==> config.mk <==
export PLATFORM = sky130hd
export DESIGN_NAME = byte_fifo_thr
export DESIGN_NICKNAME = d
export VERILOG_FILES = /design/src/rtl/bfifo_pkg.sv /design/src/rtl/bfifo_mem.sv /design/src/rtl/bfifo_ctrl.sv /design/src/rtl/bfifo_flags.sv /design/src/rtl/byte_fifo_thr.sv
export SDC_FILE = /design/constraint.sdc
export NUM_CORES = 1
export LEC_CHECK = 0
export ABC_AREA = 1
export BUFFER_PORTS_ARGS = -buffer_cell sky130_fd_sc_hd__buf_2
export CAP_MARGIN = 20
export CORE_MARGIN = 2
export CORE_UTILIZATION = 56
export CTS_CLUSTER_SIZE = 8
export DETAILED_ROUTE_END_ITERATION = 6
export HOLD_SLACK_MARGIN = 0.08
export MAX_ROUTING_LAYER = met4
export PLACE_DENSITY = 0.72
export REMOVE_ABC_BUFFERS = 1
export SYNTH_ARGS = -nofsm -noshare
export SYNTH_HDL_FRONTEND = slang
export SYNTH_SLANG_ARGS = --single-unit
==> constraint.sdc <==
create_clock -name clk -period 8.2 [get_ports clk]
set_input_delay 1.64 -clock clk [delete_from_list [all_inputs] [get_ports clk]]
set_output_delay 1.64 -clock clk [all_outputs]
set_load 0.005 [all_outputs]
==> src/rtl/bfifo_pkg.sv <==
package bfifo_pkg;
  // status flag offsets above the fill-level field
  localparam int ST_EMPTY = 3;
  localparam int ST_FULL  = 2;
  localparam int ST_ETHR  = 1;
  localparam int ST_FTHR  = 0;
  // control byte arm bits
  localparam int CT_ARM_E = 5;
  localparam int CT_ARM_F = 4;
endpackage

==> src/rtl/bfifo_mem.sv <==
module bfifo_mem #(
  parameter int DW = 8,
  parameter int DEPTH = 16,
  parameter int AW = $clog2(DEPTH)
) (
  input  logic          clk,
  input  logic          we,
  input  logic [AW-1:0] waddr,
  input  logic [DW-1:0] wdata,
  input  logic          re,
  input  logic [AW-1:0] raddr,
  output logic [DW-1:0] rdata
);
  logic [DW-1:0] mem [DEPTH];

  always_ff @(posedge clk) begin
    if (we) mem[waddr] <= wdata;
    if (re) rdata <= mem[raddr];
  end
endmodule

==> src/rtl/bfifo_ctrl.sv <==
module bfifo_ctrl #(
  parameter int DEPTH = 16,
  parameter int AW = $clog2(DEPTH),
  parameter int CW = AW + 1
) (
  input  logic          clk,
  input  logic          rst,
  input  logic          clr,
  input  logic          push,
  input  logic          pop,
  output logic          wr_go,
  output logic [AW-1:0] wr_addr,
  output logic          rd_go,
  output logic [AW-1:0] rd_addr,
  output logic          is_empty,
  output logic [CW-1:0] cnt_next
);
  logic [CW-1:0] cnt_q;
  logic          is_full;

  function automatic logic [AW-1:0] adv(input logic [AW-1:0] p);
    return (p == AW'(DEPTH - 1)) ? '0 : p + 1'b1;
  endfunction

  assign is_empty = (cnt_q == '0);
  assign is_full  = (cnt_q == CW'(DEPTH));
  assign wr_go    = push & ~is_full & ~clr;
  assign rd_go    = pop & ~is_empty & ~clr;
  assign cnt_next = clr ? '0 : cnt_q + CW'(wr_go) - CW'(rd_go);

  always_ff @(posedge clk) begin
    if (rst) begin
      cnt_q   <= '0;
      wr_addr <= '0;
      rd_addr <= '0;
    end else begin
      cnt_q <= cnt_next;
      if (clr) begin
        wr_addr <= '0;
        rd_addr <= '0;
      end else begin
        if (wr_go) wr_addr <= adv(wr_addr);
        if (rd_go) rd_addr <= adv(rd_addr);
      end
    end
  end

  // level never exceeds the depth, and a lone push on a full buffer keeps it full
  a_r4_no_overflow: assert property (@(posedge clk) disable iff (rst)
    (push && !pop && !clr && is_full) |=> (cnt_q == CW'(DEPTH)));
  // a lone pop on an empty buffer keeps it empty
  a_r5_no_underflow: assert property (@(posedge clk) disable iff (rst)
    (pop && !push && is_empty) |=> (cnt_q == '0));
  // clear empties the buffer on the same edge
  a_r10_clear_empties: assert property (@(posedge clk) disable iff (rst)
    clr |=> is_empty);
endmodule

==> src/rtl/bfifo_flags.sv <==
module bfifo_flags
  import bfifo_pkg::*;
#(
  parameter int DEPTH = 16,
  parameter int AW = $clog2(DEPTH),
  parameter int CW = AW + 1
) (
  input  logic          clk,
  input  logic          rst,
  input  logic          arm_e,
  input  logic          arm_f,
  input  logic [AW-1:0] level,
  input  logic [CW-1:0] cnt_next,
  output logic [AW+3:0] status,
  output logic          req
);
  logic ef, ff;
  logic armed_e_q, armed_f_q;
  logic [AW-1:0] field;

  assign ef    = (cnt_next <= CW'(level));
  assign ff    = (cnt_next >= CW'(level));
  assign field = (cnt_next >= CW'(DEPTH - 1)) ? AW'(DEPTH - 1) : cnt_next[AW-1:0];

  always_ff @(posedge clk) begin
    if (rst) begin
      status    <= '0;
      status[AW+ST_EMPTY] <= 1'b1;
      status[AW+ST_ETHR]  <= 1'b1;
      status[AW+ST_FTHR]  <= 1'b1;
      req       <= 1'b0;
      armed_e_q <= 1'b0;
      armed_f_q <= 1'b0;
    end else begin
      status[AW-1:0]      <= field;
      status[AW+ST_EMPTY] <= (cnt_next == '0);
      status[AW+ST_FULL]  <= (cnt_next == CW'(DEPTH));
      status[AW+ST_ETHR]  <= ef;
      status[AW+ST_FTHR]  <= ff;
      req       <= (arm_e & ef & ~armed_e_q) | (arm_f & ff & ~armed_f_q);
      armed_e_q <= arm_e & ef;
      armed_f_q <= arm_f & ff;
    end
  end

  // a request only accompanies an armed, asserted flag
  a_r8_req_armed: assert property (@(posedge clk) disable iff (rst)
    req |-> (armed_e_q | armed_f_q));
  // empty implies a zero level field
  a_r3_empty_level: assert property (@(posedge clk) disable iff (rst)
    status[AW+ST_EMPTY] |-> (status[AW-1:0] == '0));
endmodule

==> src/rtl/byte_fifo_thr.sv <==
module byte_fifo_thr
  import bfifo_pkg::*;
#(
  parameter int DEPTH = 16,
  localparam int AW = $clog2(DEPTH),
  localparam int CW = AW + 1
) (
  input  logic          clk,
  input  logic          rst,
  input  logic          fifo_clr,
  input  logic          push,
  input  logic [7:0]    wr_data,
  input  logic          pop,
  output logic [7:0]    rd_data,
  input  logic          ctl_we,
  input  logic [7:0]    ctl_wdata,
  output logic [AW+3:0] status,
  output logic          thr_req
);
  logic          wr_go, rd_go, is_empty;
  logic [AW-1:0] wr_addr, rd_addr;
  logic [CW-1:0] cnt_next;
  logic [7:0]    mem_q;
  logic          rd_blank_q;
  logic [AW-1:0] lvl_q, lvl_n;
  logic          arm_e_q, arm_f_q, arm_e_n, arm_f_n;
  logic          unused_ctl_bits;

  assign unused_ctl_bits = ^ctl_wdata[7:6];

  assign lvl_n   = ctl_we ? ctl_wdata[AW-1:0] : lvl_q;
  assign arm_e_n = ctl_we ? ctl_wdata[CT_ARM_E] : arm_e_q;
  assign arm_f_n = ctl_we ? ctl_wdata[CT_ARM_F] : arm_f_q;

  always_ff @(posedge clk) begin
    if (rst) begin
      lvl_q   <= '0;
      arm_e_q <= 1'b0;
      arm_f_q <= 1'b0;
    end else begin
      lvl_q   <= lvl_n;
      arm_e_q <= arm_e_n;
      arm_f_q <= arm_f_n;
    end
  end

  always_ff @(posedge clk) begin
    if (rst || fifo_clr) rd_blank_q <= 1'b1;
    else if (pop)        rd_blank_q <= is_empty;
  end

  assign rd_data = rd_blank_q ? 8'hFF : mem_q;

  bfifo_ctrl #(.DEPTH(DEPTH), .AW(AW), .CW(CW)) u_ctrl (
    .clk(clk), .rst(rst), .clr(fifo_clr), .push(push), .pop(pop),
    .wr_go(wr_go), .wr_addr(wr_addr), .rd_go(rd_go), .rd_addr(rd_addr),
    .is_empty(is_empty), .cnt_next(cnt_next)
  );

  bfifo_mem #(.DW(8), .DEPTH(DEPTH), .AW(AW)) u_mem (
    .clk(clk), .we(wr_go), .waddr(wr_addr), .wdata(wr_data),
    .re(rd_go), .raddr(rd_addr), .rdata(mem_q)
  );

  bfifo_flags #(.DEPTH(DEPTH), .AW(AW), .CW(CW)) u_flags (
    .clk(clk), .rst(rst), .arm_e(arm_e_n), .arm_f(arm_f_n), .level(lvl_n),
    .cnt_next(cnt_next), .status(status), .req(thr_req)
  );

  // a pop on an empty buffer yields 0xFF
  a_r5_empty_pop_ff: assert property (@(posedge clk) disable iff (rst)
    (pop && status[AW+ST_EMPTY] && !fifo_clr) |=> (rd_data == 8'hFF));
  // full reads as a saturated level field
  a_r3_full_saturates: assert property (@(posedge clk) disable iff (rst)
    status[AW+ST_FULL] |-> (status[AW-1:0] == AW'(DEPTH - 1)));
endmodule

==> results by group, run 1 <==
Run status
  – Outcome: complete, no violations

Timing
  – Final setup viols: 0
  – Max Fclk: 230 MHz
  – Slew @ Worst Pin: ~840 ps
  – Clk_skew: 7.46 ps
  – Final Hold Vio Count: 0
  – Post-route setup TNS: 0 ps
  – Final worst setup slack: 3840 ps
  – RSZ-0062 raised after global routing: no
  – Final period util: approximately 53%
  – Final Max Tran Viols: 0
  – Final min period: 4360 ps
  – Relative slew slack: between 40% and 50%

Floorplan
  – Initial Utilization: 57.8%
  – Die Footprint: 0.0134 mm^2
  – Core footprint: 0.0121 mm^2
  – Io pins: 39
  – Core Rows: 40
  – Die height: about 120 um
  – Die Wd: 116 um

Pwr
  – Clock power share: 39.9%
  – Share of power burned in registers: 52.8%
  – Net Sw Power: 0.394 mW
  – Power, Total: 1.79 mW
  – Leak: 2.83 nW
  – P_int: around 1.4 mW
  – Gate power share: 7.3%
  – Pwr dens: 230 mW/mm^2
  – Worst IR Drop VDD: 0.000142 V
  – Net Sw Frac: 22.0%

Global route
  – Global-route usage over all layers: 23.8%
  – Largest net degree at the start of global routing: 68
  – Initial antenna violation count: 0
  – GRT overflow: 0
  – Number of global-route vias before repair: 4390
  – First-pass GRT wire length: roughly 22 mm

Clock network
  – Later-pin clock latency in the skew report: 420 ps
  – Clock Sinks: roughly 170
  – CTS Buf Count: 17
  – Post-CTS setup buffer count: 0
  – Cts repair resizes: 0
  – CTS root buffer: clkbuf_16
  – CTS Hold Bufs: 0
  – Clk slew on worst S/H paths: 60 ps
  – Max Root-Sink Buffers: 2
  – H-tree depth: 4
  – CTS tree: yes

Drt
  – Drt total wl: 14.3 mm
  – Drt first pass iters: 5
  – Final ANT Viol Nets: 0
  – DRC viols: 0
  – Wire per inst: 17.2 um
  – 1st-iter DRT viols: roughly 470
  – Vias/cell: 5.48
  – Routed vias: 4573

Placement
  – Detail Placement HPWL: 8.86 mm
  – Gpl congestion: 0.929
  – Pre-CTS setup slack: 3090 ps
  – Placed Cells: 801
  – PortBufs: 36

Synth
  – Synthesis warning total: 0
  – Number of flops mapped to enable cells by yosys: 136
  – Synth cell types: 29
  – Synth Instances: slightly above 600
  – Seq/Total Area, Yosys: roughly two thirds
  – Post-Syn Area: 0.00697 mm^2
  – Post-synthesis register bit count: 167
  – Async S/R FF share, synth: 0%
  – Top FF cell, synth: edfxtp_1
  – Mapped Avg Cell Area: 11.3 um^2

Cells and area
  – Layout cells sized above 1: 12.5%
  – Multi-input logic area: 0.00191 mm^2
  – Number of diodes: 0
  – Commonest non-fill, non-tap cell in the layout: edfxtp_1
  – Final cell count without fillers: around 830
  – Most frequent cells in the layout: 136 x edfxtp_1, 120 x nor2_1, 79 x nand2_1
  – NumNets Final: just under 700
  – Area Overhead vs Synth: 11.3%
  – Fill cells: 919
  – FF/Latch Area: 0.00471 mm^2
  – Fin util: between 60% and 70%

Worst setup path
  – Crit path launch type: input pin
  – WP data required: approximately 8500 ps
  – Crit path capture type: flop
  – Worst Path Arrival: 4670 ps
  – Critical path class: input pin to flop
  – Max FO, Critical Path: 8

Flow run
  – MaxCap Viol Count: 0

Min path
  – Hold Path Class: flop to flop
==> sequential cells by signal (all words and copies together), names as in the netlist <==
register / flops
u_ctrl.rd_addr: 4
rd_blank_q: 1
u_flags.armed_e_q: 1
u_mem.mem: 128
u_flags.status: 8
u_flags.req: 1
u_flags.armed_f_q: 1
u_ctrl.cnt_q: 5
lvl_q: 4
arm_e_q: 1
arm_f_q: 1
u_ctrl.wr_addr: 4
u_mem.rdata: 8
==> through the flow <==
| step | cell area, um^2 | hold WS (ps) |
|---|---|---|
| floorplan | 6790 | 440 |
| global placement | 7200 | 460 |
| detailed placement | 7200 | 463 |
| CTS | 7730 | 474 |
| global route | 7760 | 514 |
| finish | 7760 | 469 |
==> worst paths after layout <==
path | start | to | slack [ps] | depth (start not counted)
setup / recovery | push | u_flags.req | 3840 | 20
setup reg to reg | u_ctrl.cnt_q[3] | u_flags.req | 4410 | 22
hold reg to reg | lvl_q[0] | lvl_q[0] | 470 | 2
hold / removal | lvl_q[0] | lvl_q[0] | 470 | 2
==> critical path, cell delays in order <==
cell	delay, ps
buf_2	80
nand2_1	70
nor2_2	290
inv_2	140
ha_1	290
inv_1	40
ha_1	190
fa_1	380
or2_2	280
nand3_1	200
inv_1	80
ha_1	310
nand2_1	80
nand2_1	50
nand2_1	50
nand2_1	50
nor2_1	200
nand3_1	130
nand2_1	70
nand2_1	50
==> final cells by class <==
class / instances / area share (%)
clock inverter: 10 / 1.06
sequential: 167 / 60.6
timing repair buffer: 41 / 3.06
multi-input combinational: 381 / 24.6
clock buffer: 21 / 5.67
tap: 168 / 2.71
inverter: 46 / 2.22
==> logic make-up after synthesis <==
family | share of synthesized area, %
AND/OR/NAND/NOR | 14.5
flip-flops | 67.5
AO/OA/AOI/OAI | 9.01
buffers and inverters | 5.13
adder cells (fa/ha/maj) | 2.98
multiplexers | 0.574
XOR/XNOR | 0.377
==> synthesized netlist by cell type (all sizes together) (3+ instances only) <==
master / count / area share [%]
xor2: 3 / 0.38
nand2: 79 / 4.3
o211ai: 17 / 1.8
inv: 44 / 2.4
a21oi: 9 / 0.65
o22ai: 16 / 1.4
or2: 10 / 0.90
nand4: 5 / 0.45
nor2: 123 / 6.7
nor3: 4 / 0.29
dfxtp: 31 / 8.9
edfxtp: 136 / 59
ha: 15 / 2.7
mux2i: 4 / 0.57
clkbuf: 3 / 0.18
buf: 21 / 2.5
nand3: 22 / 1.7
o21ai: 71 / 5.1
==> power by group through the flow <==
stage	clock [mW]	combinational, mW	sequential (mW)
finish	0.713	0.130	0.944
global placement	0	0.124	0.961
floorplan	0	0.0737	0.965
CTS	0.721	0.129	0.944
detailed placement	0	0.128	0.961
global route	0.757	0.149	0.946
==> per-layer routing <==
layer  vias up  part of all wire, %  wire length, um  global-route usage [%]
met4         0                  2.9              410                    10.9
met3        34                  6.0              864                    5.18
li1       2218                    -                -                       -
met2       168                   48             6910                    37.1
met5         -                    0                0                       -
met1      2153                   43             6140                    30.0
No activity file was read; power rests on OpenSTA's default activity.
==> run 2: changes to the inputs <==
clock period = 4.1 ns   (was 8.2 ns; I/O delays follow)
==> run 2 against run 1 <==
Clock power rose by 130%. Largest cell class unchanged. Cell count is 0.24% higher. Core utilization increased by 0.85 points. Clock-buffer cell count is 4 lower. Sequential power grew 100%. Register-to-register slack lost 3900 ps. Critical path type is now flop to flop. Largest power group unchanged.
==> results by group, run 2 (same netlist as run 1, synthesis figures left out) <==
Clock network
  – CTS Hold Bufs: 0
  – CTS tree: yes
  – H-tree depth: 4
  – CTS Buf Count: 17
  – Max Root-Sink Buffers: 2
  – Clk slew on worst S/H paths: 60 ps
  – Post-CTS setup buffer count: 0
  – Later-pin clock latency in the skew report: between 400 and 500 ps
  – CTS root buffer: clkbuf_16
  – Clock Sinks: about 170
  – Cts repair resizes: 0

Pwr
  – Pwr dens: 485 mW/mm^2
  – Worst IR Drop VDD: 0.000374 V
  – Leak: between 2 and 3 nW

Worst setup path
  – Slowest stage delay, CP: 390 ps
  – Critical R2R Launch: u_ctrl.cnt_q[2]
  – Critical-path top delay cell: fa_1
  – Crit path launch type: flop
  – CP top delay family: simple AND/OR/NAND/NOR gates
  – Max FO, Critical Path: 6
  – WP data required: 4410 ps
  – Crit path capture type: flop
  – Worst R2R Path Depth: 22
  – Worst Path Buf+Inv: 4
  – Worst Path Arrival: approximately 3900 ps
  – Reg2reg setup slack: about 480 ps
  – Critical-path cell list: inv_1 > ha_1 > nand4_1 > nand2_1 > nor2_2 > inv_2 > ha_1 > inv_1 > ha_1 > fa_1 > or2_2 > nand3_1 > inv_1 > ha_1 > nand2_1 > nand2_1 > nand2_1 > nand2_1 > nor2_1 > nand3_1 > nand2_1 > nand2_1
  – Crit path top cell by count: nand2_1
  – Reg2reg end: u_flags.req
  – Critical path class: flop to flop

Min path
  – Hold Path Class: flop to flop
  – Worst hold path endpoint: lvl_q[0]
  – Hold path start: lvl_q[0]
  – Worst hold path depth: 2

Placement
  – Detail Placement HPWL: 9.07 mm
  – PortBufs: 36
  – Pre-CTS setup slack: 357 ps
  – Gpl congestion: around 0.98

Cells and area
  – Largest register FFs: 128
  – Register name with the most flops: u_mem.mem
  – Largest regs: u_mem.mem x128, u_flags.status x8, u_mem.rdata x8
  – Fill cells: 917
  – Most frequent cells in the layout: 136 x edfxtp_1, 120 x nor2_1, 79 x nand2_1
  – NumNets Final: about 700
  – Number of diodes: 0
  – Layout cells sized above 1: 13.8%
  – Commonest non-fill, non-tap cell in the layout: edfxtp_1
  – Area Overhead vs Synth: 12.8%

Floorplan
  – Die Wd: 116 um
  – Core footprint: between 0.01 and 0.015 mm^2
  – Io pins: 39
  – Die Footprint: 0.0134 mm^2
  – Core Rows: 40
  – Die height: about 120 um
  – Initial Utilization: a little under 60%

Run status
  – Outcome: complete, no violations

Timing
  – Final worst setup slack: around 480 ps
  – Relative slew slack: 44.4%
  – Post-route setup TNS: 0 ps
  – Final Max Tran Viols: 0
  – Final setup viols: 0
  – Max Fclk: between 200 and 300 MHz
  – Clk_skew: roughly 6.4 ps
  – Final min period: 3620 ps
  – Slew @ Worst Pin: 830 ps
  – Final period util: 88.3%
  – RSZ-0062 raised after global routing: no
  – Final Hold Vio Count: 0

Global route
  – Initial antenna violation count: 0
  – Largest net degree at the start of global routing: 68
  – First-pass GRT wire length: 22.8 mm
  – Global-route usage over all layers: approximately a quarter
  – Number of global-route vias before repair: 4513
  – GRT overflow: 0

Drt
  – Vias/cell: 5.51
  – DRC viols: 0
  – 1st-iter DRT viols: ~550
  – Wire per inst: 17.7 um
  – Drt total wl: 14.8 mm
  – Routed vias: about 4.6k
  – Final ANT Viol Nets: 0
  – Drt first pass iters: 5

Flow run
  – MaxCap Viol Count: 0
## run 2: changes by cell type in the layout (fill, tap and decap cells not counted), sizes merged
cell and change:
clkbuf -4, clkinvlp +1, inv +3, bufinv +3
buf +1, clkinv -2
## run 2: cell type report
type	count	area (um^2)	share of cell area [%]
Tap cell	168	210	2.67
Timing Repair Buffer	42	238	3.02
Sequential cell	167	4710	59.8
Clock inverter	15	200	2.55
Clock buffer	17	425	5.41
Multi-Input combinational cell	381	1910	24.3
Inverter	46	173	2.20
## run 2: how the worst max path moves through the flow
stage          cells after the start           to  slack (ps)            start
6_report                          22  u_flags.req         480  u_ctrl.cnt_q[2]
5_1_grt                           22  u_flags.req         230  u_ctrl.cnt_q[2]
4_1_cts                           22  u_flags.req         510  u_ctrl.cnt_q[2]
3_5_place_dp                      20  u_flags.req         360             push
3_3_place_gp                      20  u_flags.req         430             push
2_1_floorplan                     18  u_flags.req         450              pop
## run 2: routing by layer
layer  up-vias  track usage, %  part of all wire (%)
li1       2219               -                     -
met1      2183            29.8                    43
met2       162            37.9                    49
met3        40            5.54                   5.1
met4         0            12.2                   3.5
met5         -               -                     0
## run 2: per-stage QoR
stage | power [mW] | util (%) | instances | cell area, um^2 | hold slack [ps]
floorplan | 2.08 | - | 594 | 6790 | 440
global placement | 2.17 | 59.8 | 803 | 7220 | 461
detailed placement | 2.19 | 59.8 | 803 | 7220 | 490
CTS | 3.84 | 65.0 | 835 | 7840 | 498
global route | 3.94 | 65.2 | 836 | 7860 | 529
finish | 3.82 | 65.2 | 836 | 7860 | 492
## run 2: report_power, final
group / switching (mW) / total, mW / leakage [nW] / internal [mW]
Combinational: 0.175 / 0.265 / 1.11 / 0.0901
Sequential: 0.0139 / 1.89 / 1.48 / 1.87
Clock: 0.643 / 1.66 / 0.296 / 1.02
## run 2: tightest hold or removal path: stages, from the launching register on
cell and delay [ps]:
dfxtp_1 300, nand2_1 70, a21oi_1 70
